$ cat config.mk
export PLATFORM = sky130hd
export DESIGN_NAME = cell_port_ctrl
export DESIGN_NICKNAME = d
export VERILOG_FILES = /design/src/rtl/cpc_pkg.sv /design/src/rtl/cpc_cell_buf.sv /design/src/rtl/cpc_label_table.sv /design/src/rtl/cpc_tag_emit.sv /design/src/rtl/cpc_tag_strip.sv /design/src/rtl/cell_port_ctrl.sv
export SDC_FILE = /design/constraint.sdc
export NUM_CORES = 2
export LEC_CHECK = 0
export BUFFER_PORTS_ARGS = -buffer_cell sky130_fd_sc_hd__buf_4
export CORE_ASPECT_RATIO = 1.5
export CORE_MARGIN = 5
export CORE_UTILIZATION = 28
export CTS_CLUSTER_DIAMETER = 200
export DETAILED_ROUTE_END_ITERATION = 10
export PLACE_DENSITY = 0.43
export SLEW_MARGIN = 15
export SYNTH_ARGS = -nofsm -noshare
export SYNTH_HDL_FRONTEND = slang
export SYNTH_SLANG_ARGS = --single-unit
$ cat constraint.sdc
create_clock -name clk -period 7.4 [get_ports clk]
set_input_delay 0 -clock clk [delete_from_list [all_inputs] [get_ports clk]]
set_output_delay 0 -clock clk [all_outputs]
set_load 0.05 [all_outputs]
$ cat src/rtl/cpc_pkg.sv
package cpc_pkg;

  localparam int unsigned ID_W = 24;
  localparam logic [7:0] CRC_POLY = 8'h07;
  localparam logic [7:0] POS_CTL = 8'd3;
  localparam logic [7:0] POS_HEC = 8'd4;

  typedef logic [ID_W-1:0] conn_id_t;

  // CRC-8 over a 32-bit header, MSB first, zero start, then coset XOR.
  function automatic logic [7:0] hec_calc(input logic [31:0] hdr,
                                          input logic [7:0] coset);
    logic [7:0] r;
    logic fb;
    r = 8'h00;
    for (int i = 31; i >= 0; i--) begin
      fb = r[7] ^ hdr[i];
      r = {r[6:0], 1'b0};
      if (fb) r = r ^ CRC_POLY;
    end
    return r ^ coset;
  endfunction

  // Byte of the rewritten cell at position pos (0 = first header byte).
  function automatic logic [7:0] rewrite_byte(input logic [7:0] pos,
                                              input conn_id_t nid,
                                              input logic [7:0] hec,
                                              input logic [7:0] stored);
    case (pos)
      8'd0:    return nid[23:16];
      8'd1:    return nid[15:8];
      8'd2:    return nid[7:0];
      POS_HEC: return hec;
      default: return stored;
    endcase
  endfunction

endpackage

$ cat src/rtl/cpc_cell_buf.sv
module cpc_cell_buf #(
  parameter int unsigned CELL_BYTES = 53,
  localparam int unsigned IDX_W = $clog2(CELL_BYTES)
) (
  input  logic                 clk,
  input  logic                 rst_n,
  input  logic                 in_valid,
  input  logic                 in_sop,
  input  logic [7:0]           in_data,
  input  logic [IDX_W-1:0]     rd_idx,
  output logic [7:0]           rd_data,
  output cpc_pkg::conn_id_t    hdr_id,
  output logic [7:0]           hdr_ctl,
  output logic                 cell_done
);
  localparam logic [IDX_W-1:0] LAST = IDX_W'(CELL_BYTES - 1);

  logic [7:0]       mem [CELL_BYTES];
  logic [IDX_W-1:0] wr_idx;
  logic             open_q;
  logic             take_first;
  logic             take_next;

  assign take_first = in_valid && in_sop;
  assign take_next  = in_valid && !in_sop && open_q;

  always_ff @(posedge clk or negedge rst_n) begin
    if (!rst_n) begin
      open_q    <= 1'b0;
      wr_idx    <= '0;
      cell_done <= 1'b0;
    end else begin
      cell_done <= 1'b0;
      if (take_first) begin
        open_q <= 1'b1;
        wr_idx <= IDX_W'(1);
      end else if (take_next) begin
        wr_idx <= wr_idx + 1'b1;
        if (wr_idx == LAST) begin
          open_q    <= 1'b0;
          cell_done <= 1'b1;
        end
      end
    end
  end

  always_ff @(posedge clk) begin
    if (take_first)     mem[0] <= in_data;
    else if (take_next) mem[wr_idx] <= in_data;
  end

  assign rd_data = mem[rd_idx];
  assign hdr_id  = {mem[0], mem[1], mem[2]};
  assign hdr_ctl = mem[3];

endmodule

$ cat src/rtl/cpc_label_table.sv
module cpc_label_table #(
  parameter int unsigned DEPTH  = 16,
  parameter int unsigned PORT_W = 4,
  localparam int unsigned AW = $clog2(DEPTH)
) (
  input  logic                clk,
  input  logic                rst_n,
  input  logic                wr_en,
  input  logic [AW-1:0]       wr_addr,
  input  logic                wr_valid,
  input  cpc_pkg::conn_id_t   wr_key,
  input  cpc_pkg::conn_id_t   wr_new_id,
  input  logic [PORT_W-1:0]   wr_port,
  input  cpc_pkg::conn_id_t   lk_id,
  output logic                lk_hit,
  output cpc_pkg::conn_id_t   lk_new_id,
  output logic [PORT_W-1:0]   lk_port
);
  logic [DEPTH-1:0]   vld_q;
  cpc_pkg::conn_id_t  key_q  [DEPTH];
  cpc_pkg::conn_id_t  nid_q  [DEPTH];
  logic [PORT_W-1:0]  port_q [DEPTH];
  logic [DEPTH-1:0]   match;
  logic [AW-1:0]      sel;

  always_ff @(posedge clk or negedge rst_n) begin
    if (!rst_n) vld_q <= '0;
    else if (wr_en) vld_q[wr_addr] <= wr_valid;
  end

  always_ff @(posedge clk) begin
    if (wr_en) begin
      key_q[wr_addr]  <= wr_key;
      nid_q[wr_addr]  <= wr_new_id;
      port_q[wr_addr] <= wr_port;
    end
  end

  for (genvar g = 0; g < DEPTH; g++) begin : g_cmp
    assign match[g] = vld_q[g] && (key_q[g] == lk_id);
  end

  // Scan downward so the lowest matching index is the last one kept.
  always_comb begin
    sel = '0;
    for (int i = DEPTH - 1; i >= 0; i--) begin
      if (match[i]) sel = AW'(i);
    end
  end

  assign lk_hit    = |match;
  assign lk_new_id = nid_q[sel];
  assign lk_port   = port_q[sel];

endmodule

$ cat src/rtl/cpc_tag_emit.sv
module cpc_tag_emit #(
  parameter int unsigned CELL_BYTES = 53,
  parameter int unsigned PORT_W     = 4,
  parameter logic [7:0]  HEC_COSET  = 8'h55,
  localparam int unsigned IDX_W = $clog2(CELL_BYTES)
) (
  input  logic                clk,
  input  logic                rst_n,
  input  logic                start,
  input  logic                hit,
  input  cpc_pkg::conn_id_t   new_id,
  input  logic [PORT_W-1:0]   port,
  input  logic [7:0]          ctl,
  input  logic [7:0]          rd_data,
  output logic [IDX_W-1:0]    rd_idx,
  output logic                fab_valid,
  output logic                fab_sop,
  output logic [7:0]          fab_data,
  output logic                miss
);
  localparam logic [IDX_W-1:0] LAST = IDX_W'(CELL_BYTES - 1);

  logic              busy_q;
  logic [IDX_W-1:0]  pos_q;
  cpc_pkg::conn_id_t nid_q;
  logic [7:0]        hec_q;

  assign rd_idx = pos_q;

  always_ff @(posedge clk or negedge rst_n) begin
    if (!rst_n) begin
      busy_q    <= 1'b0;
      pos_q     <= '0;
      nid_q     <= '0;
      hec_q     <= '0;
      fab_valid <= 1'b0;
      fab_sop   <= 1'b0;
      fab_data  <= '0;
      miss      <= 1'b0;
    end else begin
      miss <= start && !hit;
      if (start && hit) begin
        busy_q    <= 1'b1;
        pos_q     <= '0;
        nid_q     <= new_id;
        hec_q     <= cpc_pkg::hec_calc({new_id, ctl}, HEC_COSET);
        fab_valid <= 1'b1;
        fab_sop   <= 1'b1;
        fab_data  <= 8'(port);
      end else if (busy_q) begin
        fab_valid <= 1'b1;
        fab_sop   <= 1'b0;
        fab_data  <= cpc_pkg::rewrite_byte(8'(pos_q), nid_q, hec_q, rd_data);
        pos_q     <= pos_q + 1'b1;
        if (pos_q == LAST) busy_q <= 1'b0;
      end else begin
        fab_valid <= 1'b0;
        fab_sop   <= 1'b0;
      end
    end
  end

endmodule

$ cat src/rtl/cpc_tag_strip.sv
module cpc_tag_strip #(
  parameter int unsigned CELL_BYTES = 53,
  localparam int unsigned REM_W = $clog2(CELL_BYTES + 1)
) (
  input  logic       clk,
  input  logic       rst_n,
  input  logic       fb_valid,
  input  logic       fb_sop,
  input  logic [7:0] fb_data,
  output logic       tx_valid,
  output logic       tx_sop,
  output logic [7:0] tx_data
);
  localparam logic [REM_W-1:0] FULL = REM_W'(CELL_BYTES);

  logic [REM_W-1:0] rem_q;

  always_ff @(posedge clk or negedge rst_n) begin
    if (!rst_n) begin
      rem_q    <= '0;
      tx_valid <= 1'b0;
      tx_sop   <= 1'b0;
      tx_data  <= '0;
    end else if (fb_valid && fb_sop) begin
      rem_q    <= FULL;
      tx_valid <= 1'b0;
      tx_sop   <= 1'b0;
    end else if (fb_valid && rem_q != '0) begin
      rem_q    <= rem_q - 1'b1;
      tx_valid <= 1'b1;
      tx_sop   <= (rem_q == FULL);
      tx_data  <= fb_data;
    end else begin
      tx_valid <= 1'b0;
      tx_sop   <= 1'b0;
    end
  end

endmodule

$ cat src/rtl/cell_port_ctrl.sv
module cell_port_ctrl #(
  parameter int unsigned CELL_BYTES = 53,
  parameter int unsigned TBL_DEPTH  = 16,
  parameter int unsigned PORT_W     = 4,
  parameter logic [7:0]  HEC_COSET  = 8'h55,
  localparam int unsigned AW    = $clog2(TBL_DEPTH),
  localparam int unsigned IDX_W = $clog2(CELL_BYTES)
) (
  input  logic                      clk,
  input  logic                      rst_n,
  input  logic                      in_valid,
  input  logic                      in_sop,
  input  logic [7:0]                in_data,
  input  logic                      tbl_we,
  input  logic [AW-1:0]             tbl_addr,
  input  logic                      tbl_valid,
  input  logic [cpc_pkg::ID_W-1:0]  tbl_key,
  input  logic [cpc_pkg::ID_W-1:0]  tbl_new_id,
  input  logic [PORT_W-1:0]         tbl_port,
  output logic                      fab_valid,
  output logic                      fab_sop,
  output logic [7:0]                fab_data,
  output logic                      lkup_miss,
  input  logic                      fb_valid,
  input  logic                      fb_sop,
  input  logic [7:0]                fb_data,
  output logic                      tx_valid,
  output logic                      tx_sop,
  output logic [7:0]                tx_data
);
  // Named internal events used by the checker.
  logic               cell_done;
  logic               lk_hit;
  cpc_pkg::conn_id_t  hdr_id;
  logic [7:0]         hdr_ctl;
  cpc_pkg::conn_id_t  lk_new_id;
  logic [PORT_W-1:0]  lk_port;
  logic [IDX_W-1:0]   rd_idx;
  logic [7:0]         rd_data;

  cpc_cell_buf #(.CELL_BYTES(CELL_BYTES)) u_buf (
    .clk(clk), .rst_n(rst_n),
    .in_valid(in_valid), .in_sop(in_sop), .in_data(in_data),
    .rd_idx(rd_idx), .rd_data(rd_data),
    .hdr_id(hdr_id), .hdr_ctl(hdr_ctl), .cell_done(cell_done)
  );

  cpc_label_table #(.DEPTH(TBL_DEPTH), .PORT_W(PORT_W)) u_tbl (
    .clk(clk), .rst_n(rst_n),
    .wr_en(tbl_we), .wr_addr(tbl_addr), .wr_valid(tbl_valid),
    .wr_key(tbl_key), .wr_new_id(tbl_new_id), .wr_port(tbl_port),
    .lk_id(hdr_id), .lk_hit(lk_hit), .lk_new_id(lk_new_id), .lk_port(lk_port)
  );

  cpc_tag_emit #(.CELL_BYTES(CELL_BYTES), .PORT_W(PORT_W), .HEC_COSET(HEC_COSET)) u_emit (
    .clk(clk), .rst_n(rst_n),
    .start(cell_done), .hit(lk_hit), .new_id(lk_new_id), .port(lk_port),
    .ctl(hdr_ctl), .rd_data(rd_data), .rd_idx(rd_idx),
    .fab_valid(fab_valid), .fab_sop(fab_sop), .fab_data(fab_data), .miss(lkup_miss)
  );

  cpc_tag_strip #(.CELL_BYTES(CELL_BYTES)) u_strip (
    .clk(clk), .rst_n(rst_n),
    .fb_valid(fb_valid), .fb_sop(fb_sop), .fb_data(fb_data),
    .tx_valid(tx_valid), .tx_sop(tx_sop), .tx_data(tx_data)
  );

endmodule

# Word level (Yosys, flattened, before mapping)
# Memory sizes are Yosys's and may differ from the RTL's.
# Index checks and enable logic that the tools add are counted.
# word_totals
reg_bits,90
out_inout_bits,21
ramBits,1256
input_bits,80
elab_cells,265
mem_bits_ro,0
latchBits,0
memories,4
# memory_table
name,depth,word_bits,read_ports,rd_ports_with_merged_regs,wr,line,text
u_buf.mem,53,8,5,0,1,cpc_cell_buf.sv:18,logic [7:0] mem [CELL_BYTES];
u_tbl.key_q,16,24,16,0,1,cpc_label_table.sv:20,cpc_pkg::conn_id_t key_q [DEPTH];
u_tbl.nid_q,16,24,1,0,1,cpc_label_table.sv:21,cpc_pkg::conn_id_t nid_q [DEPTH];
u_tbl.port_q,16,4,1,0,1,cpc_label_table.sv:22,logic [PORT_W-1:0] port_q [DEPTH];
# classes
n_eq_ne,22
mux,118
n_mul,0
bitwise_logic,64
magnitude_cmp,2
reduce_logical,36
div_mod_pow,0
shifts,0
n_addsub,3
# ops
operator,count
24-bit equality test,16
8-bit 2-to-1 mux,35
3-bit 2-to-1 mux,32
3-bit NOT,31
4-bit 2-to-1 mux,16
6-bit 2-to-1 mux,7
8-bit one-hot mux with 4 select lines,1
1-bit bitwise XOR,31
1-bit 2-to-1 mux,25
1-bit logical AND,24
"6-bit equality test, second input constant",3
16-bit bitwise mux,1
16-bit OR reduction,1
"6-bit by 1-bit adder with 6-bit output, second input constant",2
2-bit nonzero test,4
8-bit OR reduction,1
"6-bit by 1-bit equality test with 1-bit output, second input constant",1
"6-bit by 2-bit equality test with 1-bit output, second input constant",1
"6-bit by 3-bit equality test with 1-bit output, second input constant",1
6-bit logical NOT,1
6-bit nonzero test,1
"6-bit by 1-bit subtractor with 6-bit output, second input constant",1
"4-bit by 5-bit < comparator with 1-bit output, second input constant",1
1-bit demux with 4-bit select,1
other kinds (5),7

# Depth between registers and ports, before layout
# An unclocked memory read counts as a cell.
# logic_depth
ltp_word,116
ltp_mapped,23
depth_no_buf,17

# By module
# A second synthesis with hierarchy kept.
# hier_totals
hier_cells,3410
area_unflattened_um2,57366.3
# modules_own_cells
module,seq_area_each_um2,cells_per_inst,instances,area_per_inst_um2
cpc_label_table,25384.3,2149,1,35599.1
cpc_cell_buf,13653.1,888,1,17873.4
cpc_tag_emit,1251.2,314,1,3123.0
cpc_tag_strip,400.4,59,1,770.7

# Least setup slack after synthesis
# Ideal clock, no wire load.
# synth_timing
path_kind,register to register
from,memory u_buf.mem[1][5]
to,register u_emit.hec_q[2]
synth_period_minus_slack_ps,4933
required_ps,7275
arrival_ps,4808
setup_ps,125
stages_incl_launch_ff,19
n_path_buf,4
slack_ps,2467
cell_sequence,edfxtp_1 -> buf_6 -> buf_6 -> xor2_1 -> nor4_1 -> nand3_1 -> or4_1 -> nor4bb_1 -> a2111o_1 -> buf_2 -> a21oi_4 -> buf_4 -> mux2_2 -> xnor2_1 -> xnor3_1 -> xnor2_1 -> xnor2_2 -> xnor3_1 -> mux2_4
# synth_rtl
item,line,text
"start, declared",cpc_cell_buf.sv:18,
"end signal, assigned",cpc_tag_emit.sv:46,"hec_q <= cpc_pkg::hec_calc({new_id, ctl}, HEC_COSET);"
"end, declared",cpc_tag_emit.sv:26,logic [7:0] hec_q;

==> results.toml <==
[clock_tree]
cts_tree = "done"
cts.sinks = 1370
cts-buffers-inserted = 149
ctsResizeCount = 0
cts_root_buffer = "clkbuf_16"
path_clk_slew_ns = 0.07
cts_htree_levels = 4
clk_latency_ns = 0.80
cts_hold_buffers = 97
clockBufferDepth = 4
post-cts-setup-buffers = 0

[sta]
setup_viol = 0
fin_setup_tns_ns = 0
hold_slack_ns = 0.06058
fin_crit_ns = 6.799
period_share_pct = 91.88
hold_viol = 0
rsz0062_at_grt = "no"
fin_skew_ns = 0.07785
fmax_mhz = 147.1
drv_slew = 0
maxSlewHeadroom_pct = 24.94
worstMarginPinSlew_ns = 1.118

[synthesis]
synth_nets = 3538
yosysSeqAreaShare_pct = 69.88
syn-instance-count = 3449
synth_edf_count = 1280
synthArstFlopShare_pct = 6.569
yosysWarnings = 0
synth.distinct_cells = 94
yosys.area.top_type = "edfxtp_1"
yosys_register_bits = 1370
synth_top_area_share_pct = 66.01
synth_flop_cell = "edfxtp_1"
yosys-top-cells-area = "edfxtp_1, mux4_2, xnor2_1, mux2i_1, dfrtp_1"
syn_area_mm2 = 0.05823
syn_avg_cell_area_um2 = 16.88

[die]
io_pins = 101
coreArea_mm2 = 0.2075
die_x_um = 382.3
die_y_um = 568.5
num_rows = 205
die_area_mm2 = 0.2174
start_util_pct = 28.06

[power]
p_leak_nw = 21.57
ir_drop_mv = 0.1646
power_density_mw_per_mm2 = 246.0
power.total_w = 0.01686

[critical_path]
reg2reg_depth = 19
ff2ff_setup_slack_ns = 0.60
worst-path-max-fanout = 19
end_kind = "register"
crit_required_ns = 8.09
r2r_start = "u_buf.mem[2][4]$_DFFE_PP_"
arrival_ns = 7.49
worstSetupPathType = "reg2reg"
reg2reg_to = "u_emit.hec_q[2]$_DFFE_PN0P_"
start_kind = "register"

[route]
ant_nets = 0
drc = 0
drtPass1Iterations = 6
vias = 32240
vias_per_cell = 4.899
drt-total-wl_um = 188000
dr.first_iter.drc_count = 2321
wl_per_cell_um = 28.58

[run_status]
outcome = "complete, no violations"

[placement]
post_dp_cell_area_mm2 = 0.06292
hpwl_um = 119200
io_buffers = 100
place.gp.congestion = 0.8142

[global_routing]
grt_pass1_wl_um = 262600
grt_pass1_vias = 33560
grt_max_degree = 64
grt-ovfl-total = 0
antenna_found_initial = 5
grt_usage_pct = 16.92

[layout]
drive_above_1_share_pct = 19.33
utilization_pct = 33.03
finalNetCount = 3868
area_delta_synth_final_pct = 17.70
design_area_mm2 = 0.06854

[min_path]
holdPathEnd = "u_tbl.nid_q[7][4]$_DFFE_PP_"
hp-class = "in2reg"
hold_depth = 2
hp-start = "tbl_new_id[4]"

[flow_run]
drv_cap = 0
[metal layers]
layer | up-vias | track usage, % | routed length, um
li1 | 14140 | - | -
met1 | 17080 | 20.06 | 74220
met2 | 744 | 32.01 | 102100
met3 | 266 | 1.786 | 5873
met4 | 2 | 5.171 | 5831
met5 | - | 0 | 7
[through the flow]
step | instances | setup slack (ns)
after floorplan | 3449 | 2.467
after global placement | 6220 | 0.5957
after detailed placement | 6221 | 0.5547
after CTS | 6576 | 0.5450
after global routing | 6579 | 0.4465
final | 6580 | 0.6008
[flip-flops by register name, summed over array words and instances (netlist names), 6 cells and up]
name,count
u_tbl.port_q,64
u_tbl.key_q,384
u_strip.rem_q,6
u_tbl.nid_q,384
u_tbl.vld_q,16
u_buf.wr_idx,6
u_emit.rd_idx,6
u_buf.mem,448
u_emit.fab_data,8
u_emit.nid_q,24
u_emit.hec_q,8
u_strip.tx_data,8
[cells by family after synthesis]
logic type / share of synthesized area (%)
AOI/OAI and AO/OA: 2.869
adders and majority gates: 0.1934
muxes: 11.26
and+or+nand+nor: 6.545
xor gates and xnor gates: 7.385
buffers and inverters: 1.872
DFF: 69.88
[worst max path at each step]
stage	startpoint	to	depth (start not counted)
2_1_floorplan	u_buf.mem[1][5]$_DFFE_PP_	u_emit.hec_q[2]$_DFFE_PN0P_	18
3_3_place_gp	u_buf.mem[1][5]$_DFFE_PP_	u_emit.hec_q[2]$_DFFE_PN0P_	18
3_5_place_dp	u_buf.mem[1][5]$_DFFE_PP_	u_emit.hec_q[2]$_DFFE_PN0P_	18
4_1_cts	u_buf.mem[1][5]$_DFFE_PP_	u_emit.hec_q[2]$_DFFE_PN0P_	18
5_1_grt	u_buf.mem[2][4]$_DFFE_PP_	u_emit.hec_q[2]$_DFFE_PN0P_	19
6_report	u_buf.mem[2][4]$_DFFE_PP_	u_emit.hec_q[2]$_DFFE_PN0P_	19
[Yosys cell counts (11+ instances only)]
cell type	n
dfrtp_1	90
nor3_1	31
buf_6	22
buf_2	43
nor4_1	69
o21ai_0	52
a21oi_1	42
buf_4	29
and3_1	15
edfxtp_1	1280
nand2_1	162
mux4_2	147
nor2_1	130
buf_1	19
inv_1	25
nand3_1	43
xor2_1	166
xnor2_1	276
nor3b_1	15
a211oi_1	32
clkbuf_1	63
and4_1	11
o211ai_1	17
nand4_1	148
mux2i_1	229
o41ai_1	14
mux2_2	80
[critical path, stage by stage, from the launching register on]
cell and delay (ns):
edfxtp_1 1.07, buf_4 0.37, xor2_1 0.13, nor4_1 0.18, nand3_1 0.13, or4_1 0.61, o21a_1 0.26, a221oi_1 0.63
o22ai_4 0.44, buf_4 0.28, or2_1 0.23, o211a_1 0.24, mux2i_2 0.25, xnor2_1 0.21, buf_4 0.17, xor2_1 0.25
xor3_1 0.34, xnor2_1 0.23, xnor3_1 0.42, mux2_4 0.26
[report_power, final]
| part | leakage [nW] | switching (W) | internal [W] |
|---|---|---|---|
| Sequential | 12.7 | 0.0000905 | 0.00862 |
| Combinational | 6.60 | 0.000570 | 0.000309 |
| Clock | 2.25 | 0.00307 | 0.00421 |
| Total | 21.6 | 0.00373 | 0.0131 |
[cells in the final DEF, fill, tap and decap left out, drive strengths merged, types with 14 or more instances in the layout]
cell,netlist,layout
a211oi,33,33
a21oi,47,47
and2,14,14
and3,15,15
buf,113,259
clkbuf,63,191
clkinv,0,48
dfrtp,90,90
dlygate4sd3,0,96
edfxtp,1280,1280
inv,27,31
mux2,81,81
mux2i,231,231
mux4,147,147
nand2,162,162
nand3,43,43
nand4,148,148
nor2,131,131
nor3,31,31
nor3b,15,15
nor4,75,75
o211ai,18,18
o21ai,60,60
o41ai,14,14
xnor2,286,286
xor2,167,167
[area by class of cell]
cell class / count / area (um^2)
Fill cell: 19970 / 139000
Sequential cell: 1370 / 40700
Multi-Input combinational cell: 1876 / 16630
Clock buffer: 191 / 3979
Tap cell: 2691 / 3367
Timing Repair Buffer: 355 / 3124
Clock inverter: 67 / 624.3
Inverter: 27 / 101.3
Antenna cell: 3 / 7.507
Note: power is estimated with default switching activity, not from simulation.
